## config.mk

```make
export PLATFORM = sky130hd
export DESIGN_NAME = pulse_ack_responder
export DESIGN_NICKNAME = d
export VERILOG_FILES = /design/src/rtl/pra_pkg.sv /design/src/rtl/pra_lfsr.sv /design/src/rtl/pra_fifo.sv /design/src/rtl/pra_sched.sv /design/src/rtl/pulse_ack_responder.sv
export SDC_FILE = /design/constraint.sdc
export NUM_CORES = 1
export LEC_CHECK = 0
export ABC_CLOCK_PERIOD_IN_PS = 3200
export BUFFER_PORTS_ARGS = -buffer_cell sky130_fd_sc_hd__buf_2
export CAP_MARGIN = 20
export CORE_ASPECT_RATIO = 1.5
export CORE_UTILIZATION = 56
export CTS_CLUSTER_SIZE = 10
export DETAILED_ROUTE_END_ITERATION = 12
export PLACE_DENSITY = 0.75
export SLEW_MARGIN = 20
export SYNTH_ARGS = -nofsm -noshare
export SYNTH_HDL_FRONTEND = slang
export SYNTH_HIERARCHICAL = 1
export SYNTH_SLANG_ARGS = --single-unit
```

## constraint.sdc

```tcl
create_clock -name clk -period 3.2 [get_ports clk]
set_clock_uncertainty 0.15 [all_clocks]
set_input_delay 0.32 -clock clk [delete_from_list [all_inputs] [get_ports clk]]
set_output_delay 0.32 -clock clk [all_outputs]
set_load 0.005 [all_outputs]
```

## src/rtl/pra_pkg.sv

```systemverilog
package pra_pkg;

  // Source of the per-request processing delay
  typedef enum logic {
    DSRC_RANDOM = 1'b0,
    DSRC_PORT   = 1'b1
  } dly_src_e;

endpackage

```

## src/rtl/pra_lfsr.sv

```systemverilog
// Free-running Fibonacci LFSR used as the internal delay source.
module pra_lfsr #(
  parameter int          W     = 8,
  parameter int          OUT_W = 4,
  parameter logic [W-1:0] SEED = 'h5A
) (
  input  logic             clk,
  input  logic             rst,
  output logic [OUT_W-1:0] rnd_o
);

  logic [W-1:0] state_q;
  logic         fb;

  generate
    if (W == 16) begin : g_taps16
      assign fb = state_q[15] ^ state_q[14] ^ state_q[12] ^ state_q[3];
    end else begin : g_taps8
      assign fb = state_q[7] ^ state_q[5] ^ state_q[4] ^ state_q[3];
    end
  endgenerate

  always_ff @(posedge clk) begin
    if (rst) state_q <= SEED;
    else     state_q <= {state_q[W-2:0], fb};
  end

  assign rnd_o = state_q[OUT_W-1:0];

  // the generator never locks up in the all-zero state
  a_r8_lfsr_alive: assert property (@(posedge clk) disable iff (rst)
    state_q != '0);

endmodule

```

## src/rtl/pra_fifo.sv

```systemverilog
// Request queue: one delay word per pending request, distributed-RAM style.
module pra_fifo #(
  parameter int DEPTH = 32,
  parameter int DW    = 4,
  parameter int AW    = $clog2(DEPTH),
  parameter int CW    = $clog2(DEPTH + 1)
) (
  input  logic          clk,
  input  logic          rst,
  input  logic          push_i,
  input  logic [DW-1:0] wdata_i,
  input  logic          pop_i,
  output logic [DW-1:0] rdata_o,
  output logic          empty_o,
  output logic          full_o,
  output logic [CW-1:0] count_o
);

  logic [DW-1:0] mem [DEPTH];
  logic [AW-1:0] wr_ptr, rd_ptr;
  logic [CW-1:0] count_q;

  function automatic logic [AW-1:0] ptr_next(input logic [AW-1:0] p);
    if (p == AW'(DEPTH - 1)) return '0;
    return p + 1'b1;
  endfunction

  always_ff @(posedge clk) begin
    if (push_i) mem[wr_ptr] <= wdata_i;
  end

  always_ff @(posedge clk) begin
    if (rst) begin
      wr_ptr  <= '0;
      rd_ptr  <= '0;
      count_q <= '0;
    end else begin
      if (push_i) wr_ptr <= ptr_next(wr_ptr);
      if (pop_i)  rd_ptr <= ptr_next(rd_ptr);
      case ({push_i, pop_i})
        2'b10:   count_q <= count_q + 1'b1;
        2'b01:   count_q <= count_q - 1'b1;
        default: count_q <= count_q;
      endcase
    end
  end

  assign rdata_o = mem[rd_ptr];
  assign empty_o = (count_q == '0);
  assign full_o  = (count_q == CW'(DEPTH));
  assign count_o = count_q;

  // occupancy bounded by the queue depth
  a_r6_no_overflow: assert property (@(posedge clk) disable iff (rst)
    count_q <= CW'(DEPTH));
  // the top never pushes into a full queue
  a_r6_no_push_full: assert property (@(posedge clk) disable iff (rst)
    push_i |-> !full_o);
  // a pop always removes a real entry
  a_r2_pop_not_empty: assert property (@(posedge clk) disable iff (rst)
    pop_i |-> !empty_o);
  // simultaneous push and pop leave the count unchanged
  a_r5_pushpop_hold: assert property (@(posedge clk) disable iff (rst)
    (push_i && pop_i) |=> $stable(count_q));

endmodule

```

## src/rtl/pra_sched.sv

```systemverilog
// Head-of-queue delay timer and acknowledge spacing.
module pra_sched #(
  parameter int MAX_DLY = 10,
  parameter int GAP     = 3,
  parameter int DW      = $clog2(MAX_DLY + 1),
  parameter int GW      = $clog2(GAP + 1)
) (
  input  logic          clk,
  input  logic          rst,
  input  logic          head_vld_i,
  input  logic [DW-1:0] head_dly_i,
  output logic          pop_o,
  output logic          ack_o
);

  logic          armed_q;
  logic [DW-1:0] wait_q;
  logic [GW-1:0] gap_q;
  logic          fire;

  assign fire  = armed_q && (wait_q == '0) && (gap_q == '0);
  assign pop_o = fire;

  always_ff @(posedge clk) begin
    if (rst) begin
      armed_q <= 1'b0;
      wait_q  <= '0;
      gap_q   <= '0;
      ack_o   <= 1'b0;
    end else begin
      ack_o <= fire;
      if (fire) begin
        armed_q <= 1'b0;
      end else if (!armed_q && head_vld_i) begin
        armed_q <= 1'b1;
        wait_q  <= head_dly_i;
      end else if (armed_q && wait_q != '0) begin
        wait_q <= wait_q - 1'b1;
      end
      if (fire)            gap_q <= GW'(GAP - 1);
      else if (gap_q != 0) gap_q <= gap_q - 1'b1;
    end
  end

  // Independent cycles-since-ack counter used only by the checks below
  logic [GW:0] since_q;
  always_ff @(posedge clk) begin
    if (rst)                        since_q <= (GW+1)'(GAP);
    else if (ack_o)                 since_q <= (GW+1)'(1);
    else if (since_q < (GW+1)'(GAP)) since_q <= since_q + 1'b1;
  end

  // acknowledges start at least GAP cycles apart
  a_r1_ack_spacing: assert property (@(posedge clk) disable iff (rst)
    ack_o |-> since_q >= (GW+1)'(GAP));
  // acknowledge pulses are one cycle wide
  a_r1_ack_single: assert property (@(posedge clk) disable iff (rst)
    ack_o |=> !ack_o);
  // the running delay never exceeds the limit
  a_r4_wait_bound: assert property (@(posedge clk) disable iff (rst)
    armed_q |-> wait_q <= DW'(MAX_DLY));
  // a pop only happens with an entry at the head
  a_r2_pop_has_head: assert property (@(posedge clk) disable iff (rst)
    pop_o |-> head_vld_i);

endmodule

```

## src/rtl/pulse_ack_responder.sv

```systemverilog
module pulse_ack_responder #(
  parameter int          DEPTH   = 32,
  parameter int          MAX_DLY = 10,
  parameter int          GAP     = 3,
  parameter int          LFSR_W  = 8,
  parameter logic [LFSR_W-1:0] LFSR_SEED = 'h5A,
  parameter int          DLY_W   = $clog2(MAX_DLY + 1),
  parameter int          CNT_W   = $clog2(DEPTH + 1)
) (
  input  logic             clk,
  input  logic             rst,
  input  logic             req_i,
  input  logic             dly_sel_i,
  input  logic [DLY_W-1:0] dly_ext_i,
  output logic             ack_o,
  output logic [CNT_W-1:0] pending_o,
  output logic             err_o
);
  import pra_pkg::*;

  localparam logic [DLY_W-1:0] MAXV = DLY_W'(MAX_DLY);
  localparam logic [DLY_W-1:0] WRAP = DLY_W'(MAX_DLY + 1);

  logic [DLY_W-1:0] rnd, rnd_fold, ext_clamp, dly_pick;
  logic             push, pop, full, empty;
  logic [DLY_W-1:0] head_dly;
  dly_src_e         src;

  pra_lfsr #(.W(LFSR_W), .OUT_W(DLY_W), .SEED(LFSR_SEED)) i_lfsr (
    .clk(clk), .rst(rst), .rnd_o(rnd)
  );

  // Fold the raw random value into 0..MAX_DLY, clamp the port value
  always_comb begin
    rnd_fold = rnd;
    if (rnd_fold > MAXV) rnd_fold = rnd_fold - WRAP;
    if (rnd_fold > MAXV) rnd_fold = MAXV;
    ext_clamp = (dly_ext_i > MAXV) ? MAXV : dly_ext_i;
    src       = dly_src_e'(dly_sel_i);
    dly_pick  = (src == DSRC_PORT) ? ext_clamp : rnd_fold;
  end

  assign push = req_i && !full;

  pra_fifo #(.DEPTH(DEPTH), .DW(DLY_W)) i_fifo (
    .clk(clk), .rst(rst),
    .push_i(push), .wdata_i(dly_pick),
    .pop_i(pop), .rdata_o(head_dly),
    .empty_o(empty), .full_o(full), .count_o(pending_o)
  );

  pra_sched #(.MAX_DLY(MAX_DLY), .GAP(GAP), .DW(DLY_W)) i_sched (
    .clk(clk), .rst(rst),
    .head_vld_i(!empty), .head_dly_i(head_dly),
    .pop_o(pop), .ack_o(ack_o)
  );

  always_ff @(posedge clk) begin
    if (rst)                err_o <= 1'b0;
    else if (req_i && full) err_o <= 1'b1;
  end

  // the error flag is sticky until reset
  a_r6_err_sticky: assert property (@(posedge clk) disable iff (rst)
    err_o |=> err_o);
  // a request into a full queue raises the flag
  a_r6_drop_flags: assert property (@(posedge clk) disable iff (rst)
    (req_i && pending_o == CNT_W'(DEPTH)) |=> err_o);
  // nothing leaves the block after a reset edge
  a_r7_reset_quiet: assert property (@(posedge clk)
    rst |=> (!ack_o && pending_o == '0 && !err_o));
  // the selected delay is always in range
  a_r4_pick_range: assert property (@(posedge clk) disable iff (rst)
    dly_pick <= MAXV);

endmodule

```

==> results.sh, run 1 <==
export IMPL_critPathRequiredTime_ns=3.36
export IMPL_timing_worst_slew_pin_value_ns=0.6219
export IMPL_detail_route_antenna_nets=0
export IMPL_chipWidth_um=94.37
export IMPL_cellLeakagePower_nw=2.662
export IMPL_async_s_r_ff_share_synth_pct=0
export IMPL_io_pins=16
export IMPL_critical_path_endpoint_type="register"
export IMPL_total_switching_power_mw=1.552
export IMPL_nFillCells=894
export IMPL_maxCapViolCount=0
export IMPL_die_area_um2=13260
export IMPL_clk_insertion_delay_late_ns=0.42
export IMPL_cts_max_path_buffers=2
export IMPL_initial_antenna_violation_count=0
export IMPL_ir_drop_mv=0.4774
export IMPL_cts_sink_count=166
export IMPL_seq_area_frac_synth_pct=64.25
export IMPL_drt_total_wl_mm=13.50
export IMPL_timing_fmax_ghz=0.3341
export IMPL_fp_coreArea_um2=12450
export IMPL_post_synth_main_area_contributors="edfxtp_1 54%, dfxtp_1 11%, mux2i_1 5.3%"
export IMPL_rows=50
export IMPL_timing_critical_path_cells="or4_4 -> nor3b_2 -> nor2b_1 -> inv_2 -> ha_1 -> xor2_1 -> ha_1 -> a21oi_1 -> nand4b_1 -> a31oi_1 -> mux2_1"
export IMPL_power_total_mw=5.519
export IMPL_path_common_cell="ha_1"
export IMPL_antenna_cells_inserted=0
export IMPL_final_cells=701
export IMPL_setup_viol=0
export IMPL_clock_network_fraction_of_total_power_pct=33.5
export IMPL_htreeDepth=4
export IMPL_worstPathArrival_ns=3.16
export IMPL_cts_buffers=17
export IMPL_synth_edff_count=128
export IMPL_initialDrtViolationCount=310
export IMPL_critical_path_class="register to register"
export IMPL_worst_hold_path_type="primary input to register"
export IMPL_wl_per_cell_um=19.26
export IMPL_placed_cells_incl_taps=667
export IMPL_synth_flop_type="edfxtp_1"
export IMPL_final_max_slew_viol_count=0
export IMPL_critPathLaunchType="register"
export IMPL_final_util_pct=64.14
export IMPL_final_cycle_utilization_of_the_critical_path_pct=93.54
export IMPL_post_route_cells_drive_above_1_share_pct=16.70
export IMPL_dr_pass1_iters=6
export IMPL_die_height_um=140.6
export IMPL_yosys_area_top_type_share_pct=53.63
export IMPL_cts_root_buf="clkbuf_16"
export IMPL_vias_in_the_first_global_route=4222
export IMPL_routabilityCongestion=0.8430
export IMPL_worst_path_max_fanout=8
export IMPL_timing_critical_path_buf_inv=1
export IMPL_rsz0062_at_grt="false"
export IMPL_worst_path_dominant_cell_family="simple AND/OR/NAND/NOR gates"
export IMPL_power_combinational_fraction_pct=19.4
export IMPL_slowest_delay_ns=0.53
export IMPL_port_buffers=15
export IMPL_power_internal_mw=3.967
export IMPL_worst_slack_ns=0.2068
export IMPL_slew_headroom_pct=58.54
export IMPL_netlist_top_cells_count="128 x edfxtp_1, 56 x nor2_1, 38 x dfxtp_1, 38 x mux2i_1"
export IMPL_power_per_cell_area_nw_per_um2=691.2
export IMPL_clk_pin_slew_ns=0.07
export IMPL_final_period_minus_worst_setup_slack_ns=2.993
export IMPL_synth_seq_cells=166
export IMPL_route_vias_total=4158
export IMPL_post_drt_via_cell_ratio=5.932
export IMPL_synth_top_area_cell="edfxtp_1"
export IMPL_share_seq_of_total_power_pct=47.1
export IMPL_hpwl_mm=8.891
export IMPL_grtUsageTotal_pct=22.24
export IMPL_ys_types=63
export IMPL_critical_path_slowest_cell="or4_4"
export IMPL_layout_area_overhead_vs_synth_pct=11.42
export IMPL_netlist_instances=511
export IMPL_post_synth_instance_area_um2=7167
export IMPL_power_switching_share_pct=28.13
export IMPL_final_net_count=553
export IMPL_globalRoute_totalOverflow=0
export IMPL_post_synth_top_count_cell="edfxtp_1"
export IMPL_timing_setup_tns_ns=0
export IMPL_grt_start_max_net_pins=41
export IMPL_yosysWarningCount=6
export IMPL_cts_tree="yes"
export IMPL_place_worst_setup_slack_ns=0.1800
export IMPL_timing_hold_violations_final=0
export IMPL_initial_core_util_pct=57.57
export IMPL_syn_avg_cell_area_um2=14.03
export IMPL_wire_length_of_the_first_global_routing_pass_mm=21.10
export IMPL_status="finished clean"
export IMPL_drc_errors=0
export IMPL_synth_net_count=532
-- state kept, by name, indices dropped and copies added, names as in the netlist, named ones only --
register,count
err_o,1
i_fifo/count_o,6
i_fifo/mem,128
i_fifo/rd_ptr,5
i_fifo/wr_ptr,5
i_lfsr/state_q,8
i_sched/ack_o,1
i_sched/armed_q,1
i_sched/gap_q,2
i_sched/wait_q,4
-- worst paths after layout --
path | startpoint | to | slack, ns | cells past startpoint
min | rst | i_lfsr/state_q[0] | 0.25 | 2
min reg2reg | i_sched/gap_q[0] | i_sched/gap_q[0] | 0.30 | 1
max reg2reg | i_fifo/count_o[3] | i_fifo/count_o[4] | 0.21 | 11
max | i_fifo/count_o[3] | i_fifo/count_o[4] | 0.21 | 11
-- placed cells by master (no fill, tap or decap), types with 3 or more instances in the layout --
master     netlist  layout
buf_2            7      15
a22oi_1         11      11
xor2_1           3       3
nor3b_1          6       5
a31oi_1          4       4
and3_1           3       3
xnor2_1          5       5
o21ai_0         10      10
nor3_1           4       4
mux4_2          11      11
ha_1            13      13
edfxtp_1       128     128
a22o_1           4       4
inv_6            0       6
mux2i_1         38      38
or2_1            4       4
nand2_1         20      20
clkbuf_16        0      17
inv_1            9       8
clkinv_4         0       4
nand2b_1         6       6
buf_4            5      11
nand3_1         15      15
dfxtp_1         38      37
nand3b_1        13      13
mux4_1           5       5
a21oi_1         20      20
nor2b_1         10      10
nor2_1          56      56
-- worst reg2reg max path, stage by stage, from the launching register on --
cell and delay, ns:
dfxtp_1 0.39, or4_4 0.53, nor3b_2 0.22, nor2b_1 0.09
inv_2 0.10, ha_1 0.22, xor2_1 0.20, ha_1 0.19
a21oi_1 0.08, nand4b_1 0.19, a31oi_1 0.20, mux2_1 0.34
-- cell type report --
class                           count  area [µm²]  area share (%)
Sequential cell                   166        4606           57.68
Multi-Input combinational cell    309        2415           30.24
Clock buffer                       18       429.2           5.374
Tap cell                          156       195.2           2.444
Timing Repair Buffer               28       187.7           2.350
Clock inverter                     14       115.1           1.442
Inverter                           10       37.54          0.4701
-- timing repair --
| item | CTS | global route |
|---|---|---|
| hold buffers | 1 | 0 |
| endpoints found under the hold margin | 1 | 0 |
| gates resized for setup | 0 | 1 |
| endpoints found under the setup margin | 0 | 2 |
| buffers inserted | 0 | 1 |
-- per-stage QoR --
step	hold WS, ns	instance area [µm²]
6_report	0.2528	7985
5_1_grt	0.2967	7985
4_1_cts	0.2519	7974
3_5_place_dp	0.2903	7420
3_3_place_gp	0.2760	7420
2_1_floorplan	0.2379	7176
-- cell families after synthesis --
kind of cell	synth area share [%]
multiplexers	11.28
AND/OR/NAND/NOR	11.89
adder cells (fa/ha/maj)	2.270
AO/OA/AOI/OAI	6.861
buffers and inverters	2.479
flip-flops	64.25
XOR/XNOR	0.9777
-- routing by layer --
metal | GRT usage, % | vias to the layer above | share of wire (%)
li1 | - | 1980 | -
met1 | 23.30 | 2062 | 38
met2 | 40.66 | 88 | 56
met3 | 4.669 | 28 | 3.4
met4 | 11.58 | 0 | 3.3
met5 | 0 | - | 0
-- power by group through the flow --
stage	sequential, mW	clock (mW)	combinational [mW]
after floorplan	2.58	0	0.834
after global placement	2.63	0	1.01
after detailed placement	2.64	0	1.04
after CTS	2.60	1.87	1.05
after global routing	2.61	1.96	1.17
final	2.60	1.85	1.07
Power figures use the tool's default switching activity.
==> run 2: changes to the inputs <==
==> constraint.sdc (replaced) <==
create_clock -name clk -period 3.2 [get_ports clk]
set_clock_uncertainty 0.15 [all_clocks]
set_input_delay 0.64 -clock clk [delete_from_list [all_inputs] [get_ports clk]]
set_output_delay 0.64 -clock clk [all_outputs]
set_load 0.005 [all_outputs]
==> run 2 against run 1 <==
Net effect: power increased by 1.9%; fmax increased by 1.2%; final cell count decreased by 0.14%; count of clock-buffer cells in the layout unchanged; critical path type unchanged; largest cell class unchanged.
==> results.sh, run 2 (synthesis results as in run 1) <==
export IMPL_status="finished clean"
export IMPL_sequential_cell_area_um2=4606
export IMPL_nFillCells=880
export IMPL_final_util_pct=64.35
export IMPL_multi_input_area_um2=2415
export IMPL_layout_cells_most_common_list="128 x edfxtp_1, 56 x nor2_1, 38 x mux2i_1, 37 x dfxtp_1, 20 x nand2_1"
export IMPL_clk_pin_slew_ns=0.06
export IMPL_cts_sink_count=166
export IMPL_antenna_cells_inserted=0
export IMPL_final_common_cell="edfxtp_1"
export IMPL_final_max_slew_viol_count=0
export IMPL_met3_length_um=462
export IMPL_timing_hold_violations_final=0
export IMPL_port_buffers=15
export IMPL_layout_area_overhead_vs_synth_pct=11.78
export IMPL_total_switching_power_mw=1.519
export IMPL_route_top_layer_used="met4"
export IMPL_critPathLaunchType="register"
export IMPL_final_net_count=552
export IMPL_worstPathArrival_ns=3.11
export IMPL_met2WireLength_mm=7.597
export IMPL_chipWidth_um=94.37
export IMPL_timing_worst_slew_pin_value_ns=0.6181
export IMPL_power_switching_share_pct=27.02
export IMPL_reg2reg_setup_slack_ns=0.24
export IMPL_maxCapViolCount=0
export IMPL_wire_length_of_the_first_global_routing_pass_mm=21.57
export IMPL_routabilityCongestion=0.8621
export IMPL_final_period_minus_worst_setup_slack_ns=2.959
export IMPL_cts_buffers=17
export IMPL_hold_buffers=0
export IMPL_initial_core_util_pct=57.57
export IMPL_power_internal_mw=4.103
export IMPL_globalRoute_totalOverflow=0
export IMPL_ir_drop_mv=0.5263
export IMPL_placed_cells_incl_taps=667
export IMPL_drc_errors=0
export IMPL_hpwl_mm=8.976
export IMPL_critical_path_class="register to register"
export IMPL_share_seq_of_total_power_pct=46.2
export IMPL_power_per_cell_area_nw_per_um2=701.8
export IMPL_power_total_mw=5.622
export IMPL_cts_root_buf="clkbuf_16"
export IMPL_final_cycle_utilization_of_the_critical_path_pct=92.46
export IMPL_dr_pass1_iters=5
export IMPL_fp_coreArea_um2=12450
export IMPL_setup_worst_path_start="i_fifo/count_o[3]"
export IMPL_post_route_cells_drive_above_1_share_pct=16.54
export IMPL_max_reg_flops=128
export IMPL_final_cells=700
export IMPL_rsz0062_at_grt="false"
export IMPL_worst_hold_path_type="register to register"
export IMPL_detail_route_antenna_nets=0
export IMPL_regMostFlops="i_fifo/mem"
export IMPL_wirelength_met1_mm=5.202
export IMPL_io_pins=16
export IMPL_worst_path_max_fanout=8
export IMPL_drt_total_wl_mm=13.62
export IMPL_timing_setup_tns_ns=0
export IMPL_reg2reg_depth=11
export IMPL_critPathRequiredTime_ns=3.35
export IMPL_grt_start_max_net_pins=41
export IMPL_cellLeakagePower_nw=2.672
export IMPL_reg2reg_to="i_fifo/count_o[4]"
export IMPL_htreeDepth=4
export IMPL_die_area_um2=13260
export IMPL_clock_network_fraction_of_total_power_pct=34.8
export IMPL_critical_path_endpoint_type="register"
export IMPL_hold_ws_ns=0.2970
export IMPL_timing_fmax_ghz=0.3380
export IMPL_route_vias_total=4186
export IMPL_vias_in_the_first_global_route=4231
export IMPL_power_combinational_fraction_pct=19.0
export IMPL_clk_insertion_delay_late_ns=0.41
export IMPL_initial_antenna_violation_count=0
export IMPL_post_drt_via_cell_ratio=5.980
export IMPL_wl_per_cell_um=19.46
export IMPL_setup_worst_path_end="i_fifo/count_o[4]"
export IMPL_initialDrtViolationCount=306
export IMPL_cts_tree="yes"
export IMPL_cts_max_path_buffers=2
export IMPL_slew_headroom_pct=58.79
export IMPL_die_height_um=140.6
export IMPL_reg2reg_from="i_fifo/count_o[3]"
export IMPL_grtUsageTotal_pct=22.49
export IMPL_setup_viol=0
export IMPL_rows=50
run 2: layout make-up:
class	instances	share of cell area [%]
inverter	10	0.4685
sequential	166	57.49
timing repair buffer	27	2.218
clock buffer	18	5.357
clock inverter	14	1.890
tap	156	2.436
multi-input combinational	309	30.14
run 2: metal layers:
layer / track usage (%) / vias up
met1: 24.87 / 2083
met2: 40.96 / 108
met5: 0 / -
met3: 4.560 / 22
li1: - / 1973
met4: 9.474 / 0
run 2: power by group through the flow:
stage | logic [mW] | clock network [mW] | registers (mW)
6_report | 1.07 | 1.95 | 2.60
5_1_grt | 1.17 | 2.06 | 2.62
4_1_cts | 1.06 | 1.98 | 2.60
3_5_place_dp | 1.05 | 0 | 2.64
3_3_place_gp | 1.01 | 0 | 2.63
2_1_floorplan | 0.834 | 0 | 2.58
run 2: worst max-delay path, cell delays in order, from the launching register on:
cell and delay, ns:
dfxtp_1 0.37, or4_1 0.56, nor3b_2 0.24, nor2b_1 0.10, inv_2 0.09, ha_1 0.20, xor2_1 0.17, ha_1 0.18
a21oi_2 0.05, nand4b_1 0.19, a31oi_1 0.20, mux2_1 0.34
run 2: per-stage QoR:
stage / area, µm² / worst slack [ns]
floorplan: 7176 / 0.03227
global placement: 7420 / 0.2930
detailed placement: 7420 / 0.2080
CTS: 8000 / 0.1686
global route: 8011 / 0.04955
finish: 8011 / 0.2414
run 2: worst min-delay path by stage:
| stage | start | end | slack, ns | cells past startpoint |
|---|---|---|---|---|
| finish | i_lfsr/state_q[6] | i_lfsr/state_q[7] | 0.30 | 1 |
| detailed placement | i_lfsr/state_q[6] | i_lfsr/state_q[7] | 0.28 | 1 |
| floorplan | i_lfsr/state_q[0] | i_lfsr/state_q[1] | 0.26 | 1 |
| global placement | i_lfsr/state_q[6] | i_lfsr/state_q[7] | 0.27 | 1 |
| CTS | i_lfsr/state_q[6] | i_lfsr/state_q[7] | 0.30 | 1 |
| global route | i_lfsr/state_q[6] | i_lfsr/state_q[7] | 0.33 | 1 |
run 2: what timing repair did:
action | 4_1_cts | 5_1_grt
setup endpoints to repair | 0 | 1
buffers inserted | 0 | 1
gates resized for setup | 0 | 1
